`src/rtl/gw_pkg.sv`:
```
package gw_pkg;

  typedef enum logic [2:0] {
    MODE_OFF    = 3'd0,
    MODE_DETACH = 3'd1,
    MODE_RISE   = 3'd4,
    MODE_FALL   = 3'd5,
    MODE_HIGH   = 3'd6,
    MODE_LOW    = 3'd7
  } gw_mode_e;

  typedef enum logic [1:0] {
    OP_SET_PEND = 2'd0,
    OP_CLR_PEND = 2'd1,
    OP_SET_EN   = 2'd2,
    OP_CLR_EN   = 2'd3
  } gw_op_e;

  // Reserved codes collapse to inactive
  function automatic gw_mode_e legalize(input logic [2:0] raw);
    gw_mode_e m;
    case (raw)
      3'd1:    m = MODE_DETACH;
      3'd4:    m = MODE_RISE;
      3'd5:    m = MODE_FALL;
      3'd6:    m = MODE_HIGH;
      3'd7:    m = MODE_LOW;
      default: m = MODE_OFF;
    endcase
    return m;
  endfunction

endpackage

```
`src/rtl/gw_sync.sv`:
```
module gw_sync #(
  parameter int W = 8
) (
  input  logic         clk,
  input  logic         rst_n,
  input  logic [W-1:0] d_i,
  output logic [W-1:0] q_o
);

  logic [W-1:0] meta_q;
  logic [W-1:0] sync_q;

  always_ff @(posedge clk or negedge rst_n) begin
    if (!rst_n) begin
      meta_q <= '0;
      sync_q <= '0;
    end else begin
      meta_q <= d_i;
      sync_q <= meta_q;
    end
  end

  assign q_o = sync_q;

endmodule

```
`src/rtl/gw_cell.sv`:
```
module gw_cell
  import gw_pkg::*;
(
  input  logic       clk,
  input  logic       rst_n,
  input  logic       lvl_i,
  input  logic       cfg_we_i,
  input  logic [2:0] cfg_mode_i,
  input  logic       sw_set_pend_i,
  input  logic       sw_clr_pend_i,
  input  logic       sw_set_en_i,
  input  logic       sw_clr_en_i,
  input  logic       dlv_clr_i,
  output logic [2:0] mode_o,
  output logic       pend_o,
  output logic       en_o,
  output logic       in_o
);

  gw_mode_e mode_q, mode_d;
  logic     in_q, in_d;
  logic     pend_q, pend_d;
  logic     en_q, en_d;
  logic     is_det, is_lvl, gw_hit, clr_any;

  always_comb begin
    mode_d = legalize(cfg_mode_i);
    is_det = (mode_q == MODE_DETACH);
    is_lvl = (mode_q == MODE_HIGH) || (mode_q == MODE_LOW);
    case (mode_q)
      MODE_RISE: gw_hit = lvl_i & ~in_q;
      MODE_FALL: gw_hit = ~lvl_i & in_q;
      MODE_HIGH: gw_hit = lvl_i;
      MODE_LOW:  gw_hit = ~lvl_i;
      default:   gw_hit = 1'b0;
    endcase
    clr_any = dlv_clr_i | (sw_clr_pend_i & ~is_lvl);
    pend_d  = (pend_q & ~clr_any) | gw_hit | sw_set_pend_i;
    in_d    = is_det ? in_q : lvl_i;
    en_d    = (en_q & ~sw_clr_en_i) | sw_set_en_i;
  end

  always_ff @(posedge clk or negedge rst_n) begin
    if (!rst_n) begin
      mode_q <= MODE_OFF;
      in_q   <= 1'b0;
      pend_q <= 1'b0;
      en_q   <= 1'b0;
    end else begin
      if (cfg_we_i) mode_q <= mode_d;
      in_q   <= in_d;
      pend_q <= pend_d;
      en_q   <= en_d;
    end
  end

  assign mode_o = mode_q;
  assign pend_o = pend_q;
  assign en_o   = en_q;
  assign in_o   = in_q;

  assert_rise_sets_R2: assert property (@(posedge clk) disable iff (!rst_n)
    (mode_q == MODE_RISE && lvl_i && !in_q) |=> pend_q);

  assert_fall_sets_R3: assert property (@(posedge clk) disable iff (!rst_n)
    (mode_q == MODE_FALL && !lvl_i && in_q) |=> pend_q);

  assert_level_sets_R4: assert property (@(posedge clk) disable iff (!rst_n)
    ((mode_q == MODE_HIGH && lvl_i) || (mode_q == MODE_LOW && !lvl_i)) |=> pend_q);

  assert_input_tracks_R5: assert property (@(posedge clk) disable iff (!rst_n)
    (mode_q != MODE_DETACH) |=> (in_q == $past(lvl_i)));

  assert_detach_frozen_R6: assert property (@(posedge clk) disable iff (!rst_n)
    (mode_q == MODE_DETACH && !cfg_we_i) |=> ($stable(in_q) && $stable(mode_q)));

  assert_lvl_clear_ignored_R7: assert property (@(posedge clk) disable iff (!rst_n)
    ((mode_q == MODE_HIGH || mode_q == MODE_LOW) && sw_clr_pend_i && !dlv_clr_i && pend_q)
      |=> pend_q);

  assert_set_wins_R9: assert property (@(posedge clk) disable iff (!rst_n)
    (sw_set_pend_i && dlv_clr_i) |=> pend_q);

  assert_enable_set_R10: assert property (@(posedge clk) disable iff (!rst_n)
    sw_set_en_i |=> en_q);

endmodule

```
`src/rtl/irq_gateway_array.sv`:
```
module irq_gateway_array
  import gw_pkg::*;
#(
  parameter  int NUM_SRC = 32,
  localparam int IDX_W   = $clog2(NUM_SRC + 1)
) (
  input  logic               clk,
  input  logic               rst_n,
  input  logic [NUM_SRC-1:0] src_level_i,
  input  logic               cfg_we_i,
  input  logic [IDX_W-1:0]   cfg_idx_i,
  input  logic [2:0]         cfg_mode_i,
  input  logic               cmd_valid_i,
  input  logic [1:0]         cmd_op_i,
  input  logic [IDX_W-1:0]   cmd_idx_i,
  input  logic [NUM_SRC-1:0] dlv_clr_i,
  input  logic [IDX_W-1:0]   rd_idx_i,
  output logic [2:0]         rd_mode_o,
  output logic               rd_pend_o,
  output logic               rd_en_o,
  output logic               rd_in_o,
  output logic [NUM_SRC-1:0] pending_o,
  output logic [NUM_SRC-1:0] enable_o
);

  localparam logic [IDX_W-1:0] LAST_IDX = IDX_W'(NUM_SRC);

  logic [NUM_SRC-1:0] lvl_s;
  logic [NUM_SRC-1:0] cfg_hit, cmd_hit, in_vec;
  logic [2:0]         mode_vec [NUM_SRC];
  gw_op_e             op;
  logic               cmd_idx_ok, rd_idx_ok;

  assign op         = gw_op_e'(cmd_op_i);
  assign cmd_idx_ok = (cmd_idx_i != '0) && (cmd_idx_i <= LAST_IDX);
  assign rd_idx_ok  = (rd_idx_i  != '0) && (rd_idx_i  <= LAST_IDX);

  gw_sync #(.W(NUM_SRC)) u_sync (
    .clk   (clk),
    .rst_n (rst_n),
    .d_i   (src_level_i),
    .q_o   (lvl_s)
  );

  for (genvar k = 0; k < NUM_SRC; k++) begin : g_src
    assign cfg_hit[k] = cfg_we_i    && (cfg_idx_i == IDX_W'(k + 1));
    assign cmd_hit[k] = cmd_valid_i && (cmd_idx_i == IDX_W'(k + 1));

    gw_cell u_cell (
      .clk           (clk),
      .rst_n         (rst_n),
      .lvl_i         (lvl_s[k]),
      .cfg_we_i      (cfg_hit[k]),
      .cfg_mode_i    (cfg_mode_i),
      .sw_set_pend_i (cmd_hit[k] && op == OP_SET_PEND),
      .sw_clr_pend_i (cmd_hit[k] && op == OP_CLR_PEND),
      .sw_set_en_i   (cmd_hit[k] && op == OP_SET_EN),
      .sw_clr_en_i   (cmd_hit[k] && op == OP_CLR_EN),
      .dlv_clr_i     (dlv_clr_i[k]),
      .mode_o        (mode_vec[k]),
      .pend_o        (pending_o[k]),
      .en_o          (enable_o[k]),
      .in_o          (in_vec[k])
    );
  end

  always_comb begin
    rd_mode_o = '0;
    rd_pend_o = 1'b0;
    rd_en_o   = 1'b0;
    rd_in_o   = 1'b0;
    for (int k = 0; k < NUM_SRC; k++) begin
      if (rd_idx_i == IDX_W'(k + 1)) begin
        rd_mode_o = (mode_vec[k] == 3'(MODE_DETACH)) ? 3'd0 : mode_vec[k];
        rd_pend_o = pending_o[k];
        rd_en_o   = enable_o[k];
        rd_in_o   = in_vec[k];
      end
    end
  end

  assert_bad_cmd_index_R8: assert property (@(posedge clk) disable iff (!rst_n)
    (cmd_valid_i && !cmd_idx_ok) |-> (cmd_hit == '0));

  assert_bad_read_zero_R8: assert property (@(posedge clk) disable iff (!rst_n)
    !rd_idx_ok |-> (rd_mode_o == '0 && !rd_pend_o && !rd_en_o && !rd_in_o));

  assert_single_target_R10: assert property (@(posedge clk) disable iff (!rst_n)
    $onehot0(cmd_hit) && $onehot0(cfg_hit));

endmodule

```
`config.mk`:
```
export PLATFORM = sky130hd
export DESIGN_NAME = irq_gateway_array
export DESIGN_NICKNAME = d
export VERILOG_FILES = /design/src/rtl/gw_pkg.sv /design/src/rtl/gw_sync.sv /design/src/rtl/gw_cell.sv /design/src/rtl/irq_gateway_array.sv
export SDC_FILE = /design/constraint.sdc
export NUM_CORES = 1
export LEC_CHECK = 0
export BUFFER_PORTS_ARGS = -buffer_cell sky130_fd_sc_hd__buf_2
export CORE_ASPECT_RATIO = 0.8
export CORE_MARGIN = 5
export CORE_UTILIZATION = 40
export CTS_CLUSTER_DIAMETER = 100
export DETAILED_ROUTE_END_ITERATION = 8
export PLACE_DENSITY = 0.63
export SYNTH_ARGS = -nofsm -noshare
export SYNTH_HDL_FRONTEND = slang
export SYNTH_SLANG_ARGS = --single-unit
```
`constraint.sdc`:
```
create_clock -name clk -period 4.96 [get_ports clk]
set_input_delay 0.248 -clock clk [delete_from_list [all_inputs] [get_ports clk]]
set_output_delay 0.248 -clock clk [all_outputs]
set_load 0.005 [all_outputs]
```
Word-level counts from Yosys, hierarchy flattened
Cells that the tools add are included.
- eq/ne operators: 264
- multiplexer cells: 193
- bitwise logic cells: 448
- reduce and logical (&&, ||, !) cells: 225
- operators with widths (cell ; count):
    $eq 3x3->1 const B ; 132
    $eq 6x5->1 const B ; 48
    $logic_and 1x1->1 ; 192
    $mux 3 ; 64
    $and 1x1->1 ; 160
    $not 1->1 ; 160
    $eq 6x4->1 const B ; 24
    $or 1x1->1 ; 128
    $pmux 1 s4 ; 32
    $eq 3x1->1 const B ; 33
    $mux 1 ; 96
    $eq 6x3->1 const B ; 12
    $eq 6x2->1 const B ; 6
    $logic_or 1x1->1 ; 32
    $eq 6x1->1 const B ; 3
    $eq 6x6->1 const B ; 3
    $pmux 3 s5 ; 1
    $eq 2x2->1 const B ; 2
    $eq 2x1->1 const B ; 1
    $logic_not 2->1 ; 1
- bits in registers: 256
- input bits: 91
- output and inout bits: 70
- word-level logic and storage cells: 1260

Logic depth before layout (Yosys ltp)
Gate-level depths: netlist of run 1.
- depth after elaboration: 34
- mapped depth: 10
- depth with buffers taken out: 7

Hierarchy
Synthesis of run 1 repeated with hierarchy kept, for this count alone.
- cells, all modules: 1504
- area total of the unflattened synthesis: 13898.3 um2
- modules (own cells, without submodules) (module ; instances ; cells an instance ; area an instance (um2) ; seq. area each (um2)):
    gw_cell ; 32 ; 25 ; 271.5 ; 150.1
    irq_gateway_array ; 1 ; 640 ; 3608.5 ; 0.0
    gw_sync ; 1 ; 64 ; 1601.5 ; 1601.5

Worst setup path before layout of run 1
Ideal clock, no wire load.
- path kind: input to output
- start point: input rd_idx_i[3]
- end point: output rd_mode_o[2]
- data arrival time: 1.786 ns
- slack: 2.926 ns
- stages on the path: 8
- cells stage by stage: buf_6 or4b_1 clkbuf_2 a221oi_2 o221ai_1 a221o_1 o211ai_2 o211ai_1
- cells in the longest elaborated chain, start to end: 33
- elaborated cells on any way between the ends: 64
- those cells by class: eq/ne (32); mux (32)
- RTL lines (item ; RTL line ; source):
    start: declaration ; irq_gateway_array.sv:17 ; input logic [IDX_W-1:0] rd_idx_i,
    $eq 6x1->1 ; irq_gateway_array.sv:73 ; if (rd_idx_i == IDX_W'(k + 1)) begin
    $mux 3 (31 in a row) ; irq_gateway_array.sv:73 ;
    $mux 3 * ; irq_gateway_array.sv:73 ;
    end: declaration ; irq_gateway_array.sv:18 ; output logic [2:0] rd_mode_o,
Every way passes the cells marked *; elsewhere a longest branch is shown, timed or not.

Final worst setup path of run 1
- start point: register g_src[4].u_cell.mode_q[1]
- end point: output rd_mode_o[0]
- cells in the longest elaborated chain, start to end: 30
- RTL lines (item ; RTL line ; source):
    start: declaration ; gw_cell.sv:20 ; gw_mode_e mode_q, mode_d;
    start signal: assignment ; gw_cell.sv:50 ; if (cfg_we_i) mode_q <= mode_d;
    $eq 3x1->1 ; irq_gateway_array.sv:74 ; rd_mode_o = (mode_vec[k] == 3'(MODE_DETACH)) ? 3'd0 : mode_vec[k];
    $mux 3 ; irq_gateway_array.sv:74 ;
    $mux 3 (28 in a row) ; irq_gateway_array.sv:73 ;
No other way between the ends.

==> impl_metrics.py, run 1 <==
metrics = {
    "status": {
        "outcome": "completed",
    },
    "run": {
        "cap_violations": 0,
    },
    "cells_and_area": {
        "drive_gt1_frac": 0.2291,
        "fin_nets": 1617,
        "areaGrowthSynthToFinish_pct": 14.31,
        "commonest_non_fill_non_tap_cell_in_the_layout": "dfrtp_1",
        "final_cell_mix": "dfrtp_1 (256), buf_2 (158), o21ai_0 (136)",
        "final.fill_count": 3329,
    },
    "synthesis": {
        "compound_cell_area_share_of_the_yosys_netlist": 0.2063,
        "synthSimpleGateAreaFrac": 0.1504,
        "synth_edf_count": 0,
        "ys_seq_area_frac": 0.4573,
        "synth_area_mm2": 0.01401,
        "syn_area_per_cell_um2": 9.830,
        "yosys.area_share.xor_xnor": 0,
        "post_synth_fa_ha_maj_area_fraction": 0,
        "synth_top_family_by_area": "compound AO/OA/AOI/OAI gates",
        "syn-instance-count": 1425,
        "synth-seq-cells": 256,
        "synth.lib_cells_used.distinct": 76,
        "mappedNetlistNets": 1516,
        "synth-warning-count": 0,
        "ys_dominant_reg_cell": "dfrtp_1",
        "synth_async_reset_ratio": 1.000,
        "post_synth_mux_area_share": 0.1164,
    },
    "place": {
        "io_buffers": 160,
        "place_hpwl_mm": 35.83,
        "globalplace.congestion": 0.9629,
    },
    "grt": {
        "grt_usage": 0.2420,
        "grt_overflow": 0,
        "grt_first_pass_wirelength_mm": 72.06,
        "antenna_violations_before_repair": 2,
        "grt_start_max_net_pins": 141,
        "grt_pass1_vias": 11510,
    },
    "route": {
        "ant_nets": 0,
        "detailedRoute.firstIterationViolations": 1353,
        "via_per_inst": 5.944,
        "drt_drc_violations_left": 0,
        "dr.pass1.iters": 5,
        "routed-via-count": 12000,
        "drt-wirelength-per-cell_um": 23.59,
        "routed_wl_mm": 47.60,
    },
    "die": {
        "floorplan.io_pins": 161,
        "dieHeight_um": 177.4,
        "floorplan.initialDensity": 0.4042,
        "die_width_um": 219.2,
        "die_area_mm2": 0.03888,
        "fp.coreArea_mm2": 0.03465,
        "core_rows": 61,
    },
    "sta": {
        "final_hold_viol_count": 0,
        "final_layout_setup_total_negative_slack_ns": 0,
        "setup_clock_skew_after_layout_ns": 0.01644,
        "worstMarginPinSlew_ns": 1.395,
        "finalSetupViolCount": 0,
        "finalCriticalPeriod_ns": 3.225,
        "slew_headroom": 0.06125,
        "fmax_mhz": 310.0,
        "post_route_fraction_of_the_period_consumed_by_the_critical_path": 0.6503,
        "timing_max_transition_violations_final": 0,
        "unrepaired_setup_endpoints_after_global_routing": "no",
    },
    "setup_path": {
        "worst_setup_path_start_kind": "register",
        "worstPathCellList": "o21ai_0 -> o21ai_0 -> a32oi_1 -> a21bo_2 -> a2111oi_2 -> a2111oi_2 -> a211o_1 -> buf_2",
        "crit_type": "reg2out",
        "worst-endpoint-required_ns": 4.71,
        "critPathMaxStageDelay_ns": 0.47,
        "crit_slowest_cell": "dfrtp_1",
        "worst_reg2reg_startpoint": "g_src[16].u_cell.pend_o",
        "startpoint": "g_src[4].u_cell.mode_o[1]",
        "worstPathMaxFanout": 6,
        "setup.worst_path.end_class": "output pin",
        "critPathArrivalTime_ns": 2.98,
    },
    "clock_network": {
        "cts_repair_resize_count": 0,
        "cts.clk_slew.worst_paths_ns": 0.06,
        "clock-root-buffer": "clkbuf_16",
        "cts_buffer_depth": 3,
        "cts_inserted_buffers": 28,
        "cts_sinks": 256,
        "clk-insertion-delay-late_ns": 0.57,
        "deepest_level_of_the_cts_h_tree": 1,
        "tritoncts_clock_tree": "done",
    },
    "pwr": {
        "vdd_ir_drop_max_mv": 0.2402,
        "power_per_cell_area_mw_per_mm2": 341.6,
        "static-leakage-power_nw": 6.914,
        "totalPowerFinal_mw": 5.469,
    },
    "worst_hold_path": {
        "worstHoldPathType": "in2reg",
        "worst_hold_startpoint": "cmd_op_i[1]",
    },
}
where the power goes:
part	internal [mW]	switching, mW
clock network	1.28	0.862
registers	2.28	0.271
logic	0.347	0.429
total	3.91	1.56
worst paths after layout:
check | endpoint | slack, ns | cells after the start
max | rd_mode_o[0] | 1.73 | 8
min | g_src[31].u_cell.en_o | 0.04 | 3
max reg2reg | g_src[16].u_cell.pend_o | 3.52 | 4
min reg2reg | u_sync.q_o[13] | 0.35 | 0
max in group asynchronous | u_sync.meta_q[1] | 3.32 | 3
min in group asynchronous | u_sync.meta_q[12] | 0.32 | 2
flip-flops by register name, indices dropped and copies added (netlist names):
register,cells
g_src.u_cell.mode_o,96
g_src.u_cell.en_o,32
g_src.u_cell.in_o,32
g_src.u_cell.pend_o,32
u_sync.meta_q,32
u_sync.q_o,32
through the flow:
step | utilization | hold WS (ns) | cell area [µm²] | worst slack, ns | instances
finish | 0.4621 | 0.04375 | 16010 | 1.735 | 2018
global route | 0.4621 | 0.07768 | 16010 | 1.556 | 2018
CTS | 0.4618 | 0.02046 | 16000 | 1.751 | 2017
detailed placement | 0.4250 | 0.3347 | 14730 | 1.921 | 1935
global placement | 0.4250 | 0.3317 | 14730 | 1.955 | 1935
floorplan | - | -0.04759 | 14010 | 2.926 | 1425
metal layers:
layer / vias up / GRT usage / share of wire
met3: 91 / 0.07436 / 0.10
met2: 541 / 0.3423 / 0.41
li1: 5415 / - / -
met4: 0 / 0.06644 / 0.031
met1: 5949 / 0.3590 / 0.45
met5: - / 0 / 0
synth_stat cells (6+ instances only):
| library cell | n | area, µm² |
|---|---|---|
| a21boi_0 | 8 | 60.06 |
| a21oi_1 | 68 | 340.3 |
| a221o_1 | 33 | 330.3 |
| a31oi_1 | 6 | 37.54 |
| and2_1 | 9 | 56.30 |
| buf_2 | 18 | 90.09 |
| buf_4 | 69 | 518.0 |
| buf_6 | 6 | 67.56 |
| clkbuf_1 | 37 | 138.9 |
| dfrtp_1 | 256 | 6406 |
| inv_1 | 40 | 150.1 |
| mux2_2 | 111 | 1250 |
| mux2i_1 | 29 | 290.3 |
| nand2_1 | 135 | 506.7 |
| nand2b_1 | 33 | 206.5 |
| nand3_1 | 22 | 110.1 |
| nand3b_1 | 15 | 112.6 |
| nor2_1 | 107 | 401.6 |
| nor2b_1 | 39 | 244.0 |
| nor3_1 | 23 | 115.1 |
| nor3b_1 | 8 | 60.06 |
| nor4_1 | 8 | 50.05 |
| o211ai_1 | 39 | 292.8 |
| o21ai_0 | 136 | 680.7 |
| o22ai_1 | 17 | 106.4 |
| o311ai_0 | 32 | 280.3 |
| o31ai_1 | 34 | 255.2 |
critical path: cells and delay by family (launching register included):
kind / cells / cell delay, ns
AOI/OAI and AO/OA: 7 / 1.81
DFF: 1 / 0.47
buffers and inverters: 1 / 0.15
cell families after synthesis:
kind of cell,count (synthesis)
and+or+nand+nor,425
AOI/OAI and AO/OA,428
buffers and inverters,172
DFF,256
muxes,144
final cells by class:
| class | instances | area, µm² | area share |
|---|---|---|---|
| sequential | 256 | 6406 | 0.4001 |
| clock inverter | 11 | 147.6 | 0.009221 |
| antenna | 1 | 2.502 | 0.0001563 |
| inverter | 41 | 153.9 | 0.009612 |
| clock buffer | 38 | 798.3 | 0.04986 |
| tap | 472 | 590.6 | 0.03688 |
| multi-input combinational | 997 | 6676 | 0.4170 |
| timing repair buffer | 202 | 1236 | 0.07721 |
timing repair:
item,CTS,global route
hold buffers,33,0
buffers inserted,0,0
hold endpoints to repair,148,0
No activity file was read; power rests on OpenSTA's default activity.
==> inputs of run 2 (changes only) <==
Settings changed: PLACE_DENSITY 0.63 to 0.65.
Clock period 4.96 ns to 2.71 ns, I/O delays scaled along.
==> run 2 against run 1 <==
Net effect:
- the flow now finishes with violations (setup timing)
- largest power group unchanged
- critical path type unchanged
- die area unchanged
- sequential cell count unchanged
- non-clock buffer count increased by 71
==> impl_metrics.py, run 2 (synthesis gave the netlist of run 1 again) <==
metrics = {
    "status": {
        "outcome": "complete, but fails checks",
        "failed_checks": "setup timing",
    },
    "grt": {
        "grt_busiest_layer": "met1",
        "antenna_violations_before_repair": 4,
        "grt_pass1_vias": 11860,
        "grt_util_met3": 0.06584,
        "grt_use_met2": 0.3647,
        "grt_first_pass_wirelength_mm": 74.08,
        "grt_start_max_net_pins": 81,
        "grt_usage": 0.2487,
        "m1_gr_usage": 0.3675,
        "grt_overflow": 0,
    },
    "setup_path": {
        "rrSetupSlack_ns": 1.17,
        "critPathArrivalTime_ns": 2.58,
        "worst_reg2reg_startpoint": "g_src[5].u_cell.pend_o",
        "worstPathMaxFanout": 2,
        "setup.worst_path.end_class": "output pin",
        "worst-endpoint-required_ns": 2.57,
        "crit_type": "reg2out",
        "worst_setup_path_start_kind": "register",
        "startpoint": "g_src[0].u_cell.mode_o[2]",
        "worst_reg2reg_endpoint": "g_src[5].u_cell.pend_o",
        "timing.critical_path.to": "rd_mode_o[0]",
        "r2r.worst_path.cells": 6,
    },
    "pwr": {
        "totalPowerFinal_mw": 10.01,
        "static-leakage-power_nw": 7.251,
        "power_per_cell_area_mw_per_mm2": 602.2,
        "vdd_ir_drop_max_mv": 0.3705,
    },
    "sta": {
        "fmax_mhz": 368.4,
        "timing.final.ws_setup_ns": -0.004509,
        "finalCriticalPeriod_ns": 2.715,
        "post_route_fraction_of_the_period_consumed_by_the_critical_path": 1.002,
        "timing_max_transition_violations_final": 0,
        "setup_clock_skew_after_layout_ns": 0.01494,
        "unrepaired_setup_endpoints_after_global_routing": "yes",
        "slew_headroom": 0.4432,
        "worstMarginPinSlew_ns": 0.8322,
        "finalSetupViolCount": 1,
        "final_hold_viol_count": 0,
    },
    "clock_network": {
        "tritoncts_clock_tree": "done",
        "cts_sinks": 256,
        "clk-insertion-delay-late_ns": 0.56,
        "deepest_level_of_the_cts_h_tree": 1,
        "cts_inserted_buffers": 28,
        "cts_buffer_depth": 3,
        "cts.clk_slew.worst_paths_ns": 0.06,
        "clock-root-buffer": "clkbuf_16",
    },
    "place": {
        "numPlacedInstances": 1994,
        "place_hpwl_mm": 37.31,
        "io_buffers": 160,
        "globalplace.congestion": 0.9674,
    },
    "cells_and_area": {
        "largest_register_ff_count": 96,
        "final.fill_count": 3288,
        "final_cell_mix": "dfrtp_1 (253), buf_2 (157), nand2_1 (135)",
        "fin_nets": 1688,
        "drive_gt1_frac": 0.2684,
        "stdcell_count": 2093,
        "areaGrowthSynthToFinish_pct": 18.61,
        "commonest_non_fill_non_tap_cell_in_the_layout": "dfrtp_1",
    },
    "route": {
        "drt_drc_violations_left": 0,
        "drt-wirelength-per-cell_um": 23.46,
        "ant_nets": 0,
        "dr.pass1.iters": 6,
        "via_per_inst": 5.878,
        "routed-via-count": 12300,
        "detailedRoute.firstIterationViolations": 1464,
        "routed_wl_mm": 49.10,
    },
    "die": {
        "die_area_mm2": 0.03888,
        "floorplan.io_pins": 161,
        "core_rows": 61,
        "fp.coreArea_mm2": 0.03465,
        "floorplan.initialDensity": 0.4042,
        "die_width_um": 219.2,
        "dieHeight_um": 177.4,
    },
    "worst_hold_path": {
        "worstHoldPathType": "in2reg",
    },
    "run": {
        "cap_violations": 0,
    },
}
-- run 2: changes by cell type in the layout (fill, tap and decap cells not counted), moves of 3 or more --
cell      before  now
clkbuf_1       4    8
dfrtp_1      256  253
buf_4          8   74
o21ai_0      136  133
dfrtp_2        0    3
diode_2        1    4
-- run 2: area by class of cell --
| class | instances | area, µm² | share of cell area |
|---|---|---|---|
| Sequential cell | 256 | 6410 | 0.3858 |
| Timing Repair Buffer | 273 | 1809 | 0.1089 |
| Tap cell | 472 | 590.6 | 0.03555 |
| Clock buffer | 40 | 785.8 | 0.04730 |
| Multi-Input combinational cell | 997 | 6729 | 0.4050 |
| Antenna cell | 4 | 10.01 | 0.0006025 |
| Clock inverter | 10 | 125.1 | 0.007531 |
| Inverter | 41 | 153.9 | 0.009263 |
-- run 2: power by group --
group	internal [mW]	switching, mW	leakage (nW)	total [mW]
Sequential	4.18	0.482	3.28	4.66
Clock	2.21	1.59	0.443	3.81
Combinational	0.711	0.830	3.53	1.54
Total	7.10	2.90	7.25	10.0
-- run 2: routing by layer --
metal / vias up / routed length, µm
li1: 5539 / -
met4: 4 / 1350
met1: 6070 / 22290
met2: 603 / 20580
met5: - / 19
met3: 87 / 4858
-- run 2: worst max-delay path, stage by stage (launching register included) --
cell       delay [ns]
dfrtp_1          0.40
o21ai_1          0.17
o22ai_2          0.11
a32oi_1          0.23
a21bo_2          0.28
a2111oi_4        0.36
a2111oi_2        0.08
a211o_1          0.27
buf_2            0.14
-- run 2: how the worst min path moves through the flow --
stage,startpoint,to,slack (ns),depth (start not counted)
after floorplan,rst_n,g_src[0].u_cell.en_o,-0.16,0
after global placement,rst_n,g_src[21].u_cell.mode_o[1],0.19,1
after detailed placement,rst_n,u_sync.q_o[19],0.18,1
after CTS,cmd_idx_i[4],g_src[31].u_cell.en_o,0.009,4
after global routing,dlv_clr_i[18],g_src[18].u_cell.pend_o,0.05,3
final,cmd_idx_i[4],g_src[31].u_cell.en_o,0.04,4
-- run 2: what timing repair did --
action	4_1_cts	5_1_grt
hold endpoints to repair	110	0
hold buffers	35	0
setup endpoints to repair	3	3
pin swaps	9	7
buffers inserted	9	1
gates resized for setup	11	12
-- run 2: per-stage QoR --
stage	setup TNS, ns	util	cell area (µm²)	hold slack [ns]	setup slack (ns)
6_report	-0.004509	0.4795	16610	0.03988	-0.004509
5_1_grt	-0.1267	0.4793	16610	0.05177	-0.05924
4_1_cts	-0.07787	0.4778	16550	0.009003	-0.07787
3_5_place_dp	0	0.4380	15180	0.1842	0.1258
3_3_place_gp	0	0.4380	15180	0.1884	0.1001
2_1_floorplan	0	-	14010	-0.1601	0.8859
